--- src/rtl/axid_filt_pkg.sv ---
package axid_filt_pkg;
    // register offsets (byte addresses)
    localparam int OFS_CTRL      = 'h00;
    localparam int OFS_SHARED    = 'h30;
    localparam int OFS_PC_MUX    = 'h50;
    localparam int OFS_PC_IDM    = 'h54;
    localparam int OFS_PC_STRIDE = 'h10;

    // event codes that go through the ID filter
    localparam logic [7:0] EV_RD_BY_ID = 8'h41;
    localparam logic [7:0] EV_WR_BY_ID = 8'h42;

    // field positions inside the ID/mask and selector registers
    localparam int MASK_LSB      = 16;
    localparam int SEL_RCH_BIT   = 3;
    localparam int SEL_WPORT_LSB = 8;
    localparam int SEL_WCH_BIT   = 11;

    typedef enum logic [1:0] {
        MD_SHARED_BURST = 2'd0,
        MD_SHARED_BYTES = 2'd1,
        MD_PORT_BURST   = 2'd2,
        MD_PORT_BYTES   = 2'd3
    } mode_e;
endpackage

--- src/rtl/axid_filt_regs.sv ---
module axid_filt_regs
    import axid_filt_pkg::*;
#(
    parameter int NCNT   = 3,
    parameter int REG_AW = 8,
    parameter int REG_DW = 32
) (
    input  logic                          clk,
    input  logic                          rst_n,
    input  logic                          reg_wr,
    input  logic [REG_AW-1:0]             reg_addr,
    input  logic [REG_DW-1:0]             reg_wdata,
    output logic [REG_DW-1:0]             shared_q,
    output logic [NCNT-1:0][REG_DW-1:0]   pc_idm_q,
    output logic [NCNT-1:0][REG_DW-1:0]   pc_sel_q,
    output logic                          byte_mode,
    output logic                          port_mode
);
    localparam logic [REG_AW-1:0] A_CTRL   = REG_AW'(OFS_CTRL);
    localparam logic [REG_AW-1:0] A_SHARED = REG_AW'(OFS_SHARED);

    mode_e mode_q, mode_d;

    logic                 wr_ctrl, wr_shared;
    logic [NCNT-1:0]      wr_idm, wr_sel;
    logic                 addr_mapped;

    assign wr_ctrl   = reg_wr && (reg_addr == A_CTRL);
    assign wr_shared = reg_wr && (reg_addr == A_SHARED);

    // per-lane register decode and storage
    for (genvar g = 0; g < NCNT; g++) begin : g_lane_regs
        localparam logic [REG_AW-1:0] A_IDM = REG_AW'(OFS_PC_IDM + OFS_PC_STRIDE * g);
        localparam logic [REG_AW-1:0] A_SEL = REG_AW'(OFS_PC_MUX + OFS_PC_STRIDE * g);

        assign wr_idm[g] = reg_wr && (reg_addr == A_IDM);
        assign wr_sel[g] = reg_wr && (reg_addr == A_SEL);

        always_ff @(posedge clk or negedge rst_n) begin
            if (!rst_n) begin
                pc_idm_q[g] <= '0;
                pc_sel_q[g] <= '0;
            end else begin
                if (wr_idm[g]) pc_idm_q[g] <= reg_wdata;
                if (wr_sel[g]) pc_sel_q[g] <= reg_wdata;
            end
        end
    end

    assign addr_mapped = (reg_addr == A_CTRL) || (reg_addr == A_SHARED) ||
                         (|(wr_idm | wr_sel));

    always_ff @(posedge clk or negedge rst_n) begin
        if (!rst_n) begin
            shared_q <= '0;
        end else if (wr_shared) begin
            shared_q <= reg_wdata;
        end
    end

    // mode state machine: state register
    always_ff @(posedge clk or negedge rst_n) begin
        if (!rst_n) begin
            mode_q <= MD_SHARED_BURST;
        end else begin
            mode_q <= mode_d;
        end
    end

    // mode state machine: next state
    always_comb begin
        mode_d = mode_q;
        if (wr_ctrl) begin
            unique case (mode_e'(reg_wdata[1:0]))
                MD_SHARED_BURST: mode_d = MD_SHARED_BURST;
                MD_SHARED_BYTES: mode_d = MD_SHARED_BYTES;
                MD_PORT_BURST:   mode_d = MD_PORT_BURST;
                MD_PORT_BYTES:   mode_d = MD_PORT_BYTES;
            endcase
        end
    end

    // mode state machine: outputs
    always_comb begin
        byte_mode = 1'b0;
        port_mode = 1'b0;
        unique case (mode_q)
            MD_SHARED_BURST: begin byte_mode = 1'b0; port_mode = 1'b0; end
            MD_SHARED_BYTES: begin byte_mode = 1'b1; port_mode = 1'b0; end
            MD_PORT_BURST:   begin byte_mode = 1'b0; port_mode = 1'b1; end
            MD_PORT_BYTES:   begin byte_mode = 1'b1; port_mode = 1'b1; end
        endcase
    end

    AST_CTRL_SELECTS_STATE: assert property (@(posedge clk) disable iff (!rst_n)
        wr_ctrl |=> (mode_q == mode_e'($past(reg_wdata[1:0]))));

    AST_UNMAPPED_NO_EFFECT: assert property (@(posedge clk) disable iff (!rst_n)
        (reg_wr && !addr_mapped) |=> ($stable(shared_q) && $stable(mode_q) &&
                                      $stable(pc_idm_q) && $stable(pc_sel_q)));
endmodule

--- src/rtl/axid_filt_match.sv ---
module axid_filt_match
    import axid_filt_pkg::*;
#(
    parameter int ID_W   = 16,
    parameter int PORT_W = 3,
    parameter int EV_W   = 8,
    parameter int REG_DW = 32
) (
    input  logic [EV_W-1:0]   ev_code,
    input  logic [REG_DW-1:0] shared_q,
    input  logic [REG_DW-1:0] lane_idm,
    input  logic [REG_DW-1:0] lane_sel,
    input  logic              port_mode,
    input  logic              raw_strobe,
    input  logic              txn_fire,
    input  logic [ID_W-1:0]   txn_id,
    input  logic [PORT_W-1:0] txn_port,
    input  logic              txn_write,
    input  logic              txn_chan,
    output logic              hit,
    output logic              filtered
);
    logic [REG_DW-1:0] idm;
    logic [ID_W-1:0]   care;
    logic              is_rd, is_wr, id_ok, dir_ok, lane_ok;
    logic [PORT_W-1:0] want_port;
    logic              chan_inv;

    assign is_rd    = (ev_code == EV_W'(EV_RD_BY_ID));
    assign is_wr    = (ev_code == EV_W'(EV_WR_BY_ID));
    assign filtered = is_rd || is_wr;

    // the ID/mask source follows the mode
    assign idm   = port_mode ? lane_idm : shared_q;
    assign care  = ~idm[MASK_LSB +: ID_W];
    assign id_ok = ((txn_id ^ idm[ID_W-1:0]) & care) == '0;

    assign dir_ok = is_rd ? !txn_write : txn_write;

    // port/channel selector (channel bit stored inverted)
    assign want_port = is_rd ? lane_sel[PORT_W-1:0] : lane_sel[SEL_WPORT_LSB +: PORT_W];
    assign chan_inv  = is_rd ? lane_sel[SEL_RCH_BIT] : lane_sel[SEL_WCH_BIT];
    assign lane_ok   = !port_mode || ((txn_port == want_port) && (txn_chan != chan_inv));

    always_comb begin
        if (filtered) begin
            hit = txn_fire && dir_ok && id_ok && lane_ok;
        end else begin
            hit = raw_strobe;
        end
    end
endmodule

--- src/rtl/axid_filt_out.sv ---
module axid_filt_out #(
    parameter int NCNT   = 3,
    parameter int BYTE_W = 8
) (
    input  logic                   clk,
    input  logic                   rst_n,
    input  logic [NCNT-1:0]        hit,
    input  logic [NCNT-1:0]        use_bytes,
    input  logic [BYTE_W-1:0]      txn_bytes,
    output logic [NCNT-1:0]        cnt_hit,
    output logic [NCNT*BYTE_W-1:0] cnt_inc
);
    for (genvar g = 0; g < NCNT; g++) begin : g_lane_out
        always_ff @(posedge clk or negedge rst_n) begin
            if (!rst_n) begin
                cnt_hit[g]                 <= 1'b0;
                cnt_inc[g*BYTE_W +: BYTE_W] <= '0;
            end else begin
                cnt_hit[g] <= hit[g];
                if (!hit[g]) begin
                    cnt_inc[g*BYTE_W +: BYTE_W] <= '0;
                end else if (use_bytes[g]) begin
                    cnt_inc[g*BYTE_W +: BYTE_W] <= txn_bytes;
                end else begin
                    cnt_inc[g*BYTE_W +: BYTE_W] <= BYTE_W'(1);
                end
            end
        end
    end
endmodule

--- src/rtl/axid_txn_filter.sv ---
module axid_txn_filter
    import axid_filt_pkg::*;
#(
    parameter int NCNT   = 3,
    parameter int ID_W   = 16,
    parameter int PORT_W = 3,
    parameter int EV_W   = 8,
    parameter int BYTE_W = 8,
    parameter int REG_AW = 8,
    parameter int REG_DW = 32
) (
    input  logic                   clk,
    input  logic                   rst_n,
    input  logic                   reg_wr,
    input  logic [REG_AW-1:0]      reg_addr,
    input  logic [REG_DW-1:0]      reg_wdata,
    input  logic [NCNT*EV_W-1:0]   cnt_event,
    input  logic [NCNT-1:0]        raw_strobe,
    input  logic                   txn_valid,
    input  logic                   txn_ready,
    input  logic [ID_W-1:0]        txn_id,
    input  logic [PORT_W-1:0]      txn_port,
    input  logic                   txn_write,
    input  logic                   txn_chan,
    input  logic [BYTE_W-1:0]      txn_bytes,
    output logic [NCNT-1:0]        cnt_hit,
    output logic [NCNT*BYTE_W-1:0] cnt_inc
);
    logic [REG_DW-1:0]           shared_q;
    logic [NCNT-1:0][REG_DW-1:0] pc_idm_q;
    logic [NCNT-1:0][REG_DW-1:0] pc_sel_q;
    logic                        byte_mode, port_mode;
    logic                        txn_fire;
    logic [NCNT-1:0]             hit_comb, filtered, use_bytes;

    assign txn_fire = txn_valid && txn_ready;

    axid_filt_regs #(
        .NCNT(NCNT), .REG_AW(REG_AW), .REG_DW(REG_DW)
    ) u_regs (
        .clk(clk), .rst_n(rst_n),
        .reg_wr(reg_wr), .reg_addr(reg_addr), .reg_wdata(reg_wdata),
        .shared_q(shared_q), .pc_idm_q(pc_idm_q), .pc_sel_q(pc_sel_q),
        .byte_mode(byte_mode), .port_mode(port_mode)
    );

    for (genvar g = 0; g < NCNT; g++) begin : g_lane
        axid_filt_match #(
            .ID_W(ID_W), .PORT_W(PORT_W), .EV_W(EV_W), .REG_DW(REG_DW)
        ) u_match (
            .ev_code(cnt_event[g*EV_W +: EV_W]),
            .shared_q(shared_q),
            .lane_idm(pc_idm_q[g]),
            .lane_sel(pc_sel_q[g]),
            .port_mode(port_mode),
            .raw_strobe(raw_strobe[g]),
            .txn_fire(txn_fire),
            .txn_id(txn_id),
            .txn_port(txn_port),
            .txn_write(txn_write),
            .txn_chan(txn_chan),
            .hit(hit_comb[g]),
            .filtered(filtered[g])
        );

        assign use_bytes[g] = filtered[g] && byte_mode;

        AST_INC_ZERO_IDLE: assert property (@(posedge clk) disable iff (!rst_n)
            !cnt_hit[g] |-> (cnt_inc[g*BYTE_W +: BYTE_W] == '0));

        AST_BURST_UNIT: assert property (@(posedge clk) disable iff (!rst_n)
            (!byte_mode && hit_comb[g]) |=> (cnt_inc[g*BYTE_W +: BYTE_W] == BYTE_W'(1)));

        AST_RAW_PASS: assert property (@(posedge clk) disable iff (!rst_n)
            (!filtered[g] && raw_strobe[g]) |=> cnt_hit[g]);

        AST_FILTERED_NEEDS_FIRE: assert property (@(posedge clk) disable iff (!rst_n)
            (filtered[g] && !txn_fire) |=> !cnt_hit[g]);
    end

    axid_filt_out #(
        .NCNT(NCNT), .BYTE_W(BYTE_W)
    ) u_out (
        .clk(clk), .rst_n(rst_n),
        .hit(hit_comb), .use_bytes(use_bytes), .txn_bytes(txn_bytes),
        .cnt_hit(cnt_hit), .cnt_inc(cnt_inc)
    );

    AST_QUIET_NO_INPUT: assert property (@(posedge clk) disable iff (!rst_n)
        (!txn_fire && (raw_strobe == '0)) |=> (cnt_hit == '0));
endmodule

--- config.mk ---
export PLATFORM = sky130hd
export DESIGN_NAME = axid_txn_filter
export DESIGN_NICKNAME = d
export VERILOG_FILES = /design/src/rtl/axid_filt_pkg.sv /design/src/rtl/axid_filt_regs.sv /design/src/rtl/axid_filt_match.sv /design/src/rtl/axid_filt_out.sv /design/src/rtl/axid_txn_filter.sv
export SDC_FILE = /design/constraint.sdc
export NUM_CORES = 1
export LEC_CHECK = 0
export BUFFER_PORTS_ARGS = -buffer_cell sky130_fd_sc_hd__buf_2
export CAP_MARGIN = 20
export CORE_MARGIN = 10
export CORE_UTILIZATION = 61
export CTS_CLUSTER_DIAMETER = 80
export CTS_CLUSTER_SIZE = 25
export DETAILED_ROUTE_END_ITERATION = 10
export PLACE_DENSITY_LB_ADDON = 0.15
export SLEW_MARGIN = 20
export SYNTH_ARGS = -nofsm -noshare
export SYNTH_HDL_FRONTEND = slang
export SYNTH_SLANG_ARGS = --single-unit
--- constraint.sdc ---
create_clock -name clk -period 3.8 [get_ports clk]
set_input_delay 0.19 -clock clk [delete_from_list [all_inputs] [get_ports clk]]
set_output_delay 0.19 -clock clk [all_outputs]
set_load 0.01 [all_outputs]
Yosys cells after proc, flatten, opt, wreduce, memory -nomap -nowiden
Index checks and enable logic that the tools add are counted.

Register bits: 193. Logic and storage cells: 114. Output and inout bits: 27. Input port bits: 101.

Reductions and logical operators: 42. Equality and inequality tests: 25. Bitwise operators: 9. Mux-type cells: 24.

Operators with widths (number): equality test 8 x 7 -> 1 bit (second input constant) (12); two-way mux 32 bit (3); AND 16 bit (3); logical NOT 16 bit (3); two-way mux 8 bit (6); NOT 16 bit (3); bitwise XOR 16 bit (3); logical AND 1 bit (24); equality test 3 bit (3); two-way mux 1 bit (9); two-way mux 3 bit (3); equality test 2 bit (second input constant) (4); equality test 8 x 6 -> 1 bit (second input constant) (1); logical NOT 8 bit (1); case mux 2 bit (4 select lines) (1); OR reduction 2 bit (4); logical OR 1 bit (6); equality test 2 x 1 -> 1 bit (second input constant) (2); logical NOT 2 bit (2); case mux 1 bit (2 select lines) (2); != test 1 bit (3); logical NOT 1 bit (2).

Logic depth before layout (Yosys ltp)
Word-level depth: 11. Mapped depth: 8. Mapped depth without buffers: 6.

Modules after synthesis
Synthesis repeated with hierarchy kept, for this count alone.

Cells, all modules: 796. Area, all modules: 11289.6 µm².

By module, submodules not included: axid_filt_regs (seq. area each 5655.4 µm², instances 1, cells each 494, area an instance 8468.1 µm²); axid_filt_match (seq. area each 0.0 µm², instances 3, cells each 82, area an instance 653.1 µm²); axid_filt_out (seq. area each 675.6 µm², instances 1, cells each 52, area an instance 837.1 µm²); axid_txn_filter (seq. area each 0.0 µm², instances 1, cells each 4, area an instance 25.0 µm²).

Least setup slack after synthesis
OpenSTA, ideal clock, no wires.

Path type: reg-to-reg. From: reg u_regs.pc_idm_q[0] in the netlist's numbering. To: reg u_out.cnt_inc[3]. Required time: 3714 ps. Setup slack: 1900 ps. Data arrival time: 1814 ps. Stages on the path, launching flop included: 7. Path buffers: 0. Period minus slack after synthesis: 1900 ps. Setup time: 86 ps. Cell sequence: dfrtp_1 -> xnor2_2 -> o22ai_1 -> or4_4 -> nor4_4 -> a41oi_4 -> nor3_1.

Longest elaborated chain between the ends: 8.

Ends and longest elaborated chain: start: declaration (RTL line axid_filt_regs.sv:14) `output logic [NCNT-1:0][REG_DW-1:0] pc_idm_q,`; start signal: indexed assignment (RTL line axid_filt_regs.sv:44) `if (wr_idm[g]) pc_idm_q[g] <= reg_wdata;`; two-way mux 32 bit (RTL line axid_filt_match.sv:34) `assign idm = port_mode ? lane_idm : shared_q;`; bitwise XOR 16 bit (RTL line axid_filt_match.sv:36) `assign id_ok = ((txn_id ^ idm[ID_W-1:0]) & care) == '0;`; AND 16 bit (RTL line axid_filt_match.sv:36); logical NOT 16 bit (RTL line axid_filt_match.sv:36); logical AND 1 bit (2 in series) (RTL line axid_filt_match.sv:47) `hit = txn_fire && dir_ok && id_ok && lane_ok;`; two-way mux 1 bit (RTL line axid_filt_match.sv:46) `if (filtered) begin`; two-way mux 8 bit (RTL line axid_filt_out.sv:20) `if (!hit[g]) begin`; end signal: indexed assignment (RTL line axid_filt_out.sv:23) `cnt_inc[g*BYTE_W +: BYTE_W] <= txn_bytes;`; end: declaration (RTL line axid_filt_out.sv:11) `output logic [NCNT*BYTE_W-1:0] cnt_inc`.

Every way passes these cells. A chain may end at the register's enable or synchronous reset.

Worst setup path in the final report
From: reg u_regs.pc_idm_q[13] in the netlist's numbering. To: reg u_out.cnt_inc[4].

The elaborated chain is that of the path after synthesis.

==> results_dict.tcl <==
set metrics [dict create \
    pin_count 128 \
    setup_violations 0 \
    regArea_um2 4530 \
    layout-drive-gt1-share_pct 44.1 \
    synth_simple_gate_area_share_pct 6.32 \
    drc_errors 0 \
    slew_headroom_pct 50.5 \
    endpoint_kind "register" \
    synthAdderAreaFrac_pct 0 \
    clkTransAtPathRegs_ns 0.06 \
    synth_compound_area_share_pct 4.76 \
    layout.nets 827 \
    synthXorXnorAreaFrac_pct 8.99 \
    worst_ep_required_time_ns 4.13 \
    fp.dieArea_um2 18400 \
    cts_tree "built" \
    finalCritPeriodShare_pct 60.8 \
    gp_routability_congestion 0.929 \
    ys.flop_type "dfrtp_1" \
    p_per_area_nw_per_um2 442 \
    dr.pass1.iters 5 \
    hold_violations 0 \
    grt_pass1_vias 5703 \
    irDropWorstVdd_uv 290 \
    clk-insertion-delay-late_ns 0.43 \
    synth_nets 709 \
    multi_input_area_um2 3460 \
    netlist.area_leader.share_pct 55.5 \
    grt_max_degree 142 \
    synthTopCellsByArea "dfrtp_1, mux2_2, xnor2_1" \
    outcome "finished clean" \
    ant_nets 0 \
    cts_buffer_depth 2 \
    path_max_fanout 9 \
    finalMaxSlewViolations 0 \
    postSynth.asyncResetShare_pct 100 \
    gr-total-overflow 0 \
    syn_area_um2 8160 \
    chipHeight_um 136 \
    dp_slack_ns 1.57 \
    synth_largest_area_cell "dfrtp_1" \
    vias_per_cell 5.81 \
    wirelength_um 19700 \
    fillers 932 \
    syn_area_per_cell_um2 13.4 \
    htree_levels 4 \
    fmax_mhz 433 \
    io_buffers 127 \
    rows 42 \
    grt_pass1_wl_um 31100 \
    synth_top_family_by_area "multiplexers" \
    r2r-end "u_out.cnt_inc[4]" \
    leakagePower_uw 0.00459 \
    cts_sinks 181 \
    mostFrequentLayoutCells "dfrtp_1, mux2_2, buf_2" \
    drtIter0Drc 307 \
    synthToLayoutAreaGrowth_pct 16.6 \
    syn_inst 608 \
    grt_usage_pct 21.9 \
    vias 5297 \
    hp-class "in2reg" \
    post-cts-setup-buffers 0 \
    critPathLaunchType "register" \
    r2r_start "u_regs.pc_idm_q[13]" \
    worstRegToRegCells 6 \
    fin_crit_ns 2.31 \
    hold_start "raw_strobe[1]" \
    synth.area.mux_share_pct 22.2 \
    layout_commonest_cell "dfrtp_1" \
    antenna_found_initial 1 \
    tightestPinTransition_ns 0.742 \
    ys_warn_count 0 \
    crit_path_start "u_regs.pc_idm_q[13]" \
    die_w_um 136 \
    synth.distinct_cells 44 \
    root_buffer "clkbuf_16" \
    cpPeakStageDelay_ns 0.55 \
    critPathKind "reg2reg" \
    synth-edff-count 0 \
    yosysSeqAreaShare_pct 55.5 \
    worstPathArrival_ns 2.64 \
    reg2reg_setup_slack_ns 1.49 \
    fin_ws_ns 1.49 \
    fin_worst_skew_ns 0.00821 \
    hold_depth 3 \
    design.core.area_um2 13200 \
    setup-tns-final_ns 0 \
    rsz0062_at_grt "no" \
    routedWlPerCell_um 21.6 \
    cap_violations 0 \
    whs_endpoint "u_out.cnt_hit[1]" \
    cts_buffers 17 \
    cpMaxStageDelayCell "or4_4" \
    hpwl_um 14400 \
    path_cells "xnor2_1, o22ai_1, or4_4, nor4_4, a41oi_4, nor3_1" \
    initial_core_util_pct 61.8 \
    ys_ff_latch 181 \
]
-- cell type report --
class                      count  area share (%)
antenna                        1          0.0263
sequential                   181            47.6
inverter                       3           0.118
timing repair buffer         134            7.48
multi-input combinational    389            36.4
clock inverter                 5            1.05
clock buffer                  23            5.02
tap                          176            2.32
-- how the worst max path moves through the flow --
stage / to / slack, ns
2_1_floorplan: u_out.cnt_inc[3] / 1.90
3_3_place_gp: u_out.cnt_inc[5] / 1.59
3_5_place_dp: u_out.cnt_inc[4] / 1.57
4_1_cts: u_out.cnt_inc[7] / 1.44
5_1_grt: u_out.cnt_inc[7] / 1.36
6_report: u_out.cnt_inc[4] / 1.49
-- per-stage QoR --
step | cells | hold WS [ns] | util [%] | instance area, um2 | power, uW
floorplan | 608 | -0.106 | - | 8160 | 2300
global placement | 881 | 0.110 | 67.6 | 8910 | 2470
CTS | 911 | 0.0174 | 72.1 | 9510 | 4230
detailed placement | 881 | 0.114 | 67.6 | 8910 | 2500
global route | 912 | 0.0300 | 72.1 | 9510 | 4350
finish | 912 | 0.0369 | 72.1 | 9510 | 4200
-- worst max-delay path, delay by kind of cell, from the launching register on --
kind,cells,cell delay [ns]
flip-flops,1,0.39
AO/OA/AOI/OAI,2,0.37
AND/OR/NAND/NOR,3,1.17
XOR/XNOR,1,0.28
-- cell usage after synthesis, types with 3 or more instances --
| library cell | number |
|---|---|
| dfrtp_1 | 181 |
| mux2_2 | 154 |
| xnor2_1 | 73 |
| o22ai_1 | 32 |
| nor3_1 | 26 |
| clkbuf_1 | 23 |
| nand2_1 | 17 |
| nor2_1 | 9 |
| mux2i_1 | 8 |
| nand3_1 | 7 |
| nor2b_1 | 7 |
| xor2_1 | 7 |
| nand2b_1 | 6 |
| buf_1 | 5 |
| nor4_1 | 5 |
| o21ai_0 | 5 |
| buf_6 | 4 |
| clkbuf_2 | 3 |
| inv_1 | 3 |
| o2111ai_1 | 3 |
-- timing repair --
action | 4_1_cts | 5_1_grt
gates resized for setup | 0 | 0
hold buffers | 2 | 0
hold endpoints to repair | 41 | 0
-- per-layer routing --
| layer | vias to the layer above | global-route usage (%) | wire length [um] |
|---|---|---|---|
| li1 | 2393 | - | - |
| met1 | 2737 | 27.6 | 8210 |
| met2 | 141 | 36.3 | 9940 |
| met3 | 26 | 5.27 | 1150 |
| met4 | 0 | 7.18 | 383 |
| met5 | - | 0 | 0 |
-- cell families after synthesis --
logic type | after synthesis
AND/OR/NAND/NOR | 92
XOR/XNOR | 82
multiplexers | 162
AO/OA/AOI/OAI | 53
flip-flops | 181
buffers and inverters | 38
-- flip-flops by register name, summed over array words and instances, names as in the netlist --
| signal | count |
|---|---|
| u_regs.mode_q | 2 |
| u_out.cnt_inc | 24 |
| u_out.cnt_hit | 3 |
| u_regs.pc_idm_q | 96 |
| u_regs.pc_sel_q | 24 |
| u_regs.shared_q | 32 |
-- report_power, final --
| part | switching, uW | total, uW | internal (uW) |
|---|---|---|---|
| logic | 215 | 402 | 187 |
| clock network | 670 | 1740 | 1070 |
| registers | 52.8 | 2060 | 2010 |
| total | 937 | 4200 | 3270 |
Note: power is estimated with default switching activity, not from simulation.
